## config.mk

```make
export PLATFORM = sky130hd
export DESIGN_NAME = tod_clock_core
export DESIGN_NICKNAME = d
export VERILOG_FILES = /design/src/rtl/tod_pkg.sv /design/src/rtl/tod_rise_detect.sv /design/src/rtl/tod_time_regs.sv /design/src/rtl/tod_hour_view.sv /design/src/rtl/tod_clock_core.sv
export SDC_FILE = /design/constraint.sdc
export NUM_CORES = 1
export LEC_CHECK = 0
export ABC_CLOCK_PERIOD_IN_PS = 8000
export BUFFER_PORTS_ARGS = -buffer_cell sky130_fd_sc_hd__buf_2
export CORE_ASPECT_RATIO = 1.75
export CORE_MARGIN = 5
export CORE_UTILIZATION = 25
export CTS_CLUSTER_SIZE = 10
export DETAILED_ROUTE_END_ITERATION = 6
export PLACE_DENSITY = 0.45
export SLEW_MARGIN = 10
export SYNTH_ARGS = -nofsm -noshare
export SYNTH_HDL_FRONTEND = slang
export SYNTH_SLANG_ARGS = --single-unit
export TNS_END_PERCENT = 30
```

## constraint.sdc

```tcl
create_clock -name clk -period 8 [get_ports clk]
set_input_delay 1.2 -clock clk [delete_from_list [all_inputs] [get_ports clk]]
set_output_delay 1.2 -clock clk [all_outputs]
set_load 0.01 [all_outputs]
```

## src/rtl/tod_pkg.sv

```systemverilog
package tod_pkg;

  typedef struct packed {
    logic [3:0] tens;
    logic [3:0] ones;
  } bcd2_t;

  localparam int unsigned BIN_W    = 7;
  localparam int unsigned HALF_DAY = 12;

  localparam bcd2_t SEC_LAST = '{tens: 4'd5, ones: 4'd9};
  localparam bcd2_t MIN_LAST = '{tens: 4'd5, ones: 4'd9};
  localparam bcd2_t HR_LAST  = '{tens: 4'd2, ones: 4'd3};

  // One step of a two-digit BCD field that wraps after `last`.
  function automatic bcd2_t bcd2_step(bcd2_t cur, bcd2_t last, logic clr, logic inc);
    bcd2_t r;
    r = cur;
    if (clr) begin
      r = '0;
    end else if (inc) begin
      if (cur == last) begin
        r = '0;
      end else if (cur.ones == 4'd9) begin
        r.ones = 4'd0;
        r.tens = cur.tens + 4'd1;
      end else begin
        r.ones = cur.ones + 4'd1;
      end
    end
    return r;
  endfunction

  function automatic logic [BIN_W-1:0] bcd2_to_bin(bcd2_t v);
    return BIN_W'(v.tens) * BIN_W'(10) + BIN_W'(v.ones);
  endfunction

  function automatic bcd2_t bin_to_bcd2(logic [BIN_W-1:0] b);
    bcd2_t r;
    r.tens = 4'(b / BIN_W'(10));
    r.ones = 4'(b % BIN_W'(10));
    return r;
  endfunction

  // 0..23 to the 1..12 count shown on a 12-hour face.
  function automatic logic [3:0] hour_to_12(logic [BIN_W-1:0] h);
    logic [BIN_W-1:0] r;
    if (h == '0)                        r = BIN_W'(HALF_DAY);
    else if (h > BIN_W'(HALF_DAY))      r = h - BIN_W'(HALF_DAY);
    else                                r = h;
    return 4'(r);
  endfunction

endpackage

```

## src/rtl/tod_rise_detect.sv

```systemverilog
module tod_rise_detect #(
  parameter int unsigned WIDTH = 2
) (
  input  logic             clk,
  input  logic [WIDTH-1:0] lvl,
  output logic [WIDTH-1:0] rise
);
  logic [WIDTH-1:0] lvl_q;

  // Tracks the input even in reset, so a button held through reset gives no step.
  always_ff @(posedge clk) begin
    lvl_q <= lvl;
  end

  assign rise = lvl & ~lvl_q;
endmodule

```

## src/rtl/tod_time_regs.sv

```systemverilog
module tod_time_regs
  import tod_pkg::*;
(
  input  logic  clk,
  input  logic  rst,
  input  logic  tick,
  input  logic  min_adj,
  input  logic  hr_adj,
  output bcd2_t sec_q,
  output bcd2_t min_q,
  output bcd2_t hr24_next,
  output logic  top_of_hour
);
  bcd2_t hr24_q;
  bcd2_t sec_n, min_n;
  logic  sec_inc, sec_wrap, min_inc, min_wrap, hr_inc;

  always_comb begin
    // A minute adjust zeroes the seconds and wins over a coincident tick.
    sec_inc     = tick & ~min_adj;
    sec_wrap    = sec_inc & (sec_q == SEC_LAST);
    min_inc     = min_adj | sec_wrap;
    min_wrap    = sec_wrap & (min_q == MIN_LAST);
    top_of_hour = min_wrap;
    hr_inc      = hr_adj | min_wrap;
    sec_n       = bcd2_step(sec_q,  SEC_LAST, min_adj, sec_inc);
    min_n       = bcd2_step(min_q,  MIN_LAST, 1'b0,    min_inc);
    hr24_next   = bcd2_step(hr24_q, HR_LAST,  1'b0,    hr_inc);
  end

  always_ff @(posedge clk) begin
    if (rst) begin
      sec_q  <= '0;
      min_q  <= '0;
      hr24_q <= '0;
    end else begin
      sec_q  <= sec_n;
      min_q  <= min_n;
      hr24_q <= hr24_next;
    end
  end
endmodule

```

## src/rtl/tod_hour_view.sv

```systemverilog
module tod_hour_view
  import tod_pkg::*;
(
  input  logic       clk,
  input  logic       rst,
  input  logic       mode_12h,
  input  bcd2_t      hr24_next,
  input  logic       fire,
  output logic [7:0] hr_bcd,
  output logic       pm,
  output logic       chime,
  output logic [3:0] chime_hour
);
  logic [BIN_W-1:0] hr_bin;
  logic [3:0]       hr_12;

  always_comb begin
    hr_bin = bcd2_to_bin(hr24_next);
    hr_12  = hour_to_12(hr_bin);
  end

  always_ff @(posedge clk) begin
    if (rst) begin
      hr_bcd     <= mode_12h ? 8'h12 : 8'h00;
      pm         <= 1'b0;
      chime      <= 1'b0;
      chime_hour <= '0;
    end else begin
      hr_bcd <= mode_12h ? bin_to_bcd2(BIN_W'(hr_12)) : hr24_next;
      pm     <= mode_12h & (hr_bin >= BIN_W'(HALF_DAY));
      chime  <= fire;
      if (fire) chime_hour <= hr_12;
    end
  end
endmodule

```

## src/rtl/tod_clock_core.sv

```systemverilog
module tod_clock_core
  import tod_pkg::*;
(
  input  logic       clk,
  input  logic       rst,
  input  logic       tick,
  input  logic       mode_12h,
  input  logic       set_min,
  input  logic       set_hr,
  output logic [7:0] sec_bcd,
  output logic [7:0] min_bcd,
  output logic [7:0] hr_bcd,
  output logic       pm,
  output logic       chime,
  output logic [3:0] chime_hour
);
  logic [1:0] rise;
  bcd2_t      sec_q, min_q, hr24_next;
  logic       top_of_hour;

  tod_rise_detect #(.WIDTH(2)) u_rise (
    .clk  (clk),
    .lvl  ({set_hr, set_min}),
    .rise (rise)
  );

  tod_time_regs u_regs (
    .clk         (clk),
    .rst         (rst),
    .tick        (tick),
    .min_adj     (rise[0]),
    .hr_adj      (rise[1]),
    .sec_q       (sec_q),
    .min_q       (min_q),
    .hr24_next   (hr24_next),
    .top_of_hour (top_of_hour)
  );

  tod_hour_view u_view (
    .clk        (clk),
    .rst        (rst),
    .mode_12h   (mode_12h),
    .hr24_next  (hr24_next),
    .fire       (top_of_hour),
    .hr_bcd     (hr_bcd),
    .pm         (pm),
    .chime      (chime),
    .chime_hour (chime_hour)
  );

  assign sec_bcd = sec_q;
  assign min_bcd = min_q;
endmodule


```

# Yosys cells after proc, flatten, opt, wreduce, memory -nomap -nowiden
# Index checks and enable logic that the tools add are counted.
[word_totals] regBits=40 in_bits=6 wordCells=60
[classes] n_bitwise=9 order_cmp=2 add_sub_neg=8 div_mod_pow=2 n_mux=15 reduce_logical=6 n_eq_ne=6 mul=1
[op_table] op="2-to-1 mux 8 bit" n=6
[op_table] op="2-to-1 mux 4 bit" n=8
[op_table] op="adder 4 x 1 -> 4 bit (second input constant)" n=6
[op_table] op="equality test 8 x 7 -> 1 bit (second input constant)" n=2
[op_table] op="equality test 4 bit (second input constant)" n=3
[op_table] op="equality test 8 x 6 -> 1 bit (second input constant)" n=1
[op_table] op="adder 7 x 4 -> 7 bit" n=1
[op_table] op="divider 4 x 4 -> 7 bit (second input constant)" n=1
[op_table] op=">= comparator 7 x 4 -> 1 bit (second input constant)" n=1
[op_table] op="greater-than comparator 7 x 4 -> 1 bit (second input constant)" n=1
[op_table] op="logical NOT 7 bit" n=1
[op_table] op="remainder unit 4 x 4 -> 7 bit (second input constant)" n=1
[op_table] op="multiplier 4 x 3 -> 6 bit (second input constant)" n=1
[op_table] op="2-to-1 mux 5 bit" n=1
[op_table] op="AND 1 bit" n=4
[op_table] op="AND reduction 2 bit" n=2
[op_table] op="nonzero test 2 bit" n=2
[op_table] op="subtractor 4 bit (second input constant)" n=1
[op_table] op="AND 2 bit" n=1
[op_table] op="inverter 2 bit" n=1
[op_table] op="OR 1 bit" n=2
[op_table] op="OR reduction 2 bit" n=1
[op_table] op="inverter 1 bit" n=1

# Depth between registers and ports, before layout
[depth] ltp_word=16 ltp_mapped=25

# Cells and area by module
# Synthesis repeated with hierarchy kept, for this count alone.
[unflattened] hier_cells=259 area_unflattened_um2=2344.7
[by_module_without_submodules] mod="tod_time_regs" instances=1 seq_area_each_um2=480.5 cells_each=155 area_per_inst_um2=1382.6
[by_module_without_submodules] mod="tod_hour_view" instances=1 seq_area_each_um2=280.3 cells_each=100 area_per_inst_um2=894.6
[by_module_without_submodules] mod="tod_rise_detect" instances=1 seq_area_each_um2=40.0 cells_each=4 area_per_inst_um2=67.6

# Worst setup path after synthesis
# OpenSTA, ideal clock, no wires.
[synth_timing] path_kind="input port to flip-flop" from="input set_min" to="register u_view.hr_bcd[3]" path_buffers=1 arrival_time_ns=5.498 setup_slack_ns=2.369 stages=24 setup_ns=0.133 cell_sequence="nand2b_1 -> buf_2 -> nand4_2 -> o21ai_0 -> nand2_1 -> nor2_1 -> xnor2_1 -> inv_1 -> ha_1 -> ha_1 -> xnor2_1 -> ha_1 -> inv_1 -> a2111oi_0 -> nor2_1 -> nor4_2 -> nor3_1 -> ha_1 -> inv_1 -> ha_1 -> inv_1 -> a21oi_1 -> o311a_1 -> o32ai_1"
[synth_lines] item="start: declaration" line="tod_clock_core.sv:8" rtl="input logic set_min,"
[synth_lines] item="end signal: assignment" line="tod_hour_view.sv:24" rtl="hr_bcd <= mode_12h ? 8'h12 : 8'h00;"
[synth_lines] item="end signal: assignment" line="tod_hour_view.sv:29" rtl="hr_bcd <= mode_12h ? bin_to_bcd2(BIN_W'(hr_12)) : hr24_next;"
[synth_lines] item="end: declaration" line="tod_hour_view.sv:9" rtl="output logic [7:0] hr_bcd,"

==> reports/qor.txt <==
Status: complete, no violations
Crit. Startpoint: set_min
Switch share: 22.90%
Fin. max-slew vios: 0
Core area: 0.009468 mm2
Register area share after synthesis: 33.23%
Row count: 47
CP delay by family, top: compound AO/OA/AOI/OAI gates
Clock Power Share: 49.0%
Post-Syn Nets: 307
Most frequent cells in the layout: dfxtp_1 (40), buf_2 (35), nor2_1 (34)
Via/cell ratio: 4.779
Total congestion overflow: 0
Critical path launch point type: primary input
Root buffer cell: clkbuf_16
Int Pwr: 387.8 uW
CTS tree: built
Cts bufs inserted: 5
Largest net degree at the start of global routing: 35
Slew headroom: 38.95%
Leak pwr: 1.274 nW
Post-synth EDFFs: 0
Clock skew: 3.392 ps
Crit path arrival time: 6530 ps
Resized cells post-CTS: 0
RSZ-0062 raised after global routing: false
Max Cap Violations: 0
Register share of total power: 41.5%
Final number of setup-violating endpoints: 0
CTS sink count: 40
Die Area: 0.01178 mm2
RD Place Congestion: 0.7761
Max Freq: 0.1568 GHz
DRT Wirelength: 6558 um
Starting DRT DRC Count: 76
Post-CTS Setup Bufs: 0
Layout cells sized above 1: 18.93%
Die width: 84.22 um
Pwr Density: 172.6 mW/mm2
Distinct cell type count after synthesis: 57
Synth Area per Inst: 8.700 um2
Buffers on Ports: 35
Net switching power: 115.2 uW
Fin crit share: 79.74%
Launching point of the worst reg2reg path: u_regs.min_q[4]$_SDFFE_PP0P_
Post-Syn Area: 0.002410 mm2
Dpl hpwl: 5260 um
Crit. End Element: flip-flop
Hold WC Path Type: flip-flop to flip-flop
First-pass DRT Iterations: 4
Via count: 2098
DRC violations left: 0
Finished Layout Cells: 439
Clock buffer depth: 2
Layout area overhead: 20.98%
WP buf/inv: 6
Setup TNS: 0 ps
# diodes: 0
Initial antenna violation count: 0
Routed Antenna Nets: 0
Ys async rst share: 0%
First-pass GRT wire length: 10750 um
Fin crit period: 6379 ps
Seq cells post-synth: 40
I/O Pins: 36
Final-stage net count: 346
Slew @ Worst Pin: 892.6 ps
Die height: 139.9 um
CP Max Fanout: 9
Main synth FF type: dfxtp_1
Cells after synthesis: 277
Total GRT Usage: 11.56%
Vias in the first global route: 2097
Hold path startpoint: u_regs.min_q[7]$_SDFFE_PP0P_
Clk Latency, worst-skew pair: 280 ps
Synth Warn #: 0
Placed cells: 431
Routed WL per cell: 14.94 um
CP max-delay cell: a2111oi_0
Clock transition at path regs: 60 ps
Critical Path RT: 8150 ps
CP most frequent cell: ha_1
Commonest non-fill, non-tap cell in the layout: dfxtp_1
Max rail drop VDD: 0.07561 mV
Initial Utilization: 25.45%
Final Hold Fails: 0
Hold buffers post-CTS: 0
WS Path Type: primary input to flip-flop
Crit-path max cell delay: 740 ps
Combinational fraction of design power: 9.5%
Max H-tree Level: 2
worst register-to-register path, cell delays in order (launching register included):
cell	delay (ps)
dfxtp_1	430
ha_1	250
nand2b_4	80
or4_4	530
o21ai_0	510
nand2_1	190
nor2_1	150
xnor2_1	220
inv_1	80
ha_1	300
ha_1	300
xnor2_1	390
ha_1	220
inv_1	30
a2111oi_0	740
nor2_1	110
nor4_2	260
nor3_1	150
ha_1	220
inv_1	50
ha_1	280
inv_1	110
a21oi_1	140
o311a_1	180
o32ai_1	80
final cells by class:
| class | instances | area, um2 |
|---|---|---|
| Fill cell | 1052 | 6553 |
| Multi-Input combinational cell | 209 | 1501 |
| Sequential cell | 40 | 800.8 |
| Timing Repair Buffer | 37 | 190.2 |
| Clock buffer | 7 | 152.6 |
| Tap cell | 122 | 152.6 |
| Inverter | 23 | 87.58 |
| Clock inverter | 1 | 30.03 |
through the flow:
stage | instance area (um2) | hold WS, ps | util (%) | setup slack (ps) | power [mW]
5_1_grt | 2915 | 513.9 | 30.79 | 987.9 | 0.5232
6_report | 2915 | 492.5 | 30.79 | 1621 | 0.5031
4_1_cts | 2915 | 496.7 | 30.79 | 1621 | 0.5093
2_1_floorplan | 2410 | 494.1 | - | 2369 | 0.2444
3_3_place_gp | 2733 | 472.6 | 28.86 | 1488 | 0.2615
3_5_place_dp | 2733 | 491.9 | 28.86 | 1336 | 0.2619
Yosys cell counts (all sizes together) (6+ instances only):
cell type | n | area share, %
a21oi | 13 | 2.7
dfxtp | 40 | 33
ha | 23 | 12
inv | 22 | 3.4
nand2 | 16 | 2.5
nand3 | 9 | 2.1
nor2 | 34 | 5.3
nor2b | 8 | 2.1
nor3 | 18 | 3.7
o21ai | 11 | 2.3
xnor2 | 6 | 2.2
xor2 | 6 | 2.2
sequential cells by signal, indices dropped and copies added (netlist names):
signal             cells
u_regs.hr24_q          8
u_regs.min_q           8
u_regs.sec_q           8
u_view.hr_bcd          8
u_view.chime_hour      4
u_rise.lvl_q           2
u_view.chime           1
u_view.pm              1
metal layers:
layer | GRT usage [%] | vias to the layer above | wire length (um)
met1 | 10.17 | 993 | 2272
met3 | 2.070 | 8 | 157
met2 | 23.77 | 23 | 3959
met5 | 0 | - | 0
met4 | 5.847 | 0 | 169
li1 | - | 1074 | -
power groups by stage:
stage	clock network [mW]	logic (mW)	registers, mW
6_report	0.246	0.0478	0.209
5_1_grt	0.260	0.0542	0.209
4_1_cts	0.251	0.0488	0.209
3_5_place_dp	0	0.0485	0.213
3_3_place_gp	0	0.0480	0.213
2_1_floorplan	0	0.0297	0.215
kinds of logic (layout without fill, tap and decap cells):
group	count (synthesis)	count (layout)	synth area share (%)
buf+inv	28	68	4.465
flops	40	40	33.23
simple gates	109	109	24.35
mux	2	2	0.8308
xor+xnor	14	14	6.282
compound gates	60	60	18.07
fa+ha+maj	24	24	12.77
path summary, 6_finish.rpt:
kind                                        to  slack, ps  cells after the start
setup / recovery   u_view.hr_bcd[3]$_SDFF_PP0_       1620                     25
hold / removal    u_regs.min_q[7]$_SDFFE_PP0P_        490                      2
setup reg to reg   u_view.hr_bcd[3]$_SDFF_PP0_       1880                     24
hold reg to reg   u_regs.min_q[7]$_SDFFE_PP0P_        490                      2
Power figures use the tool's default switching activity.
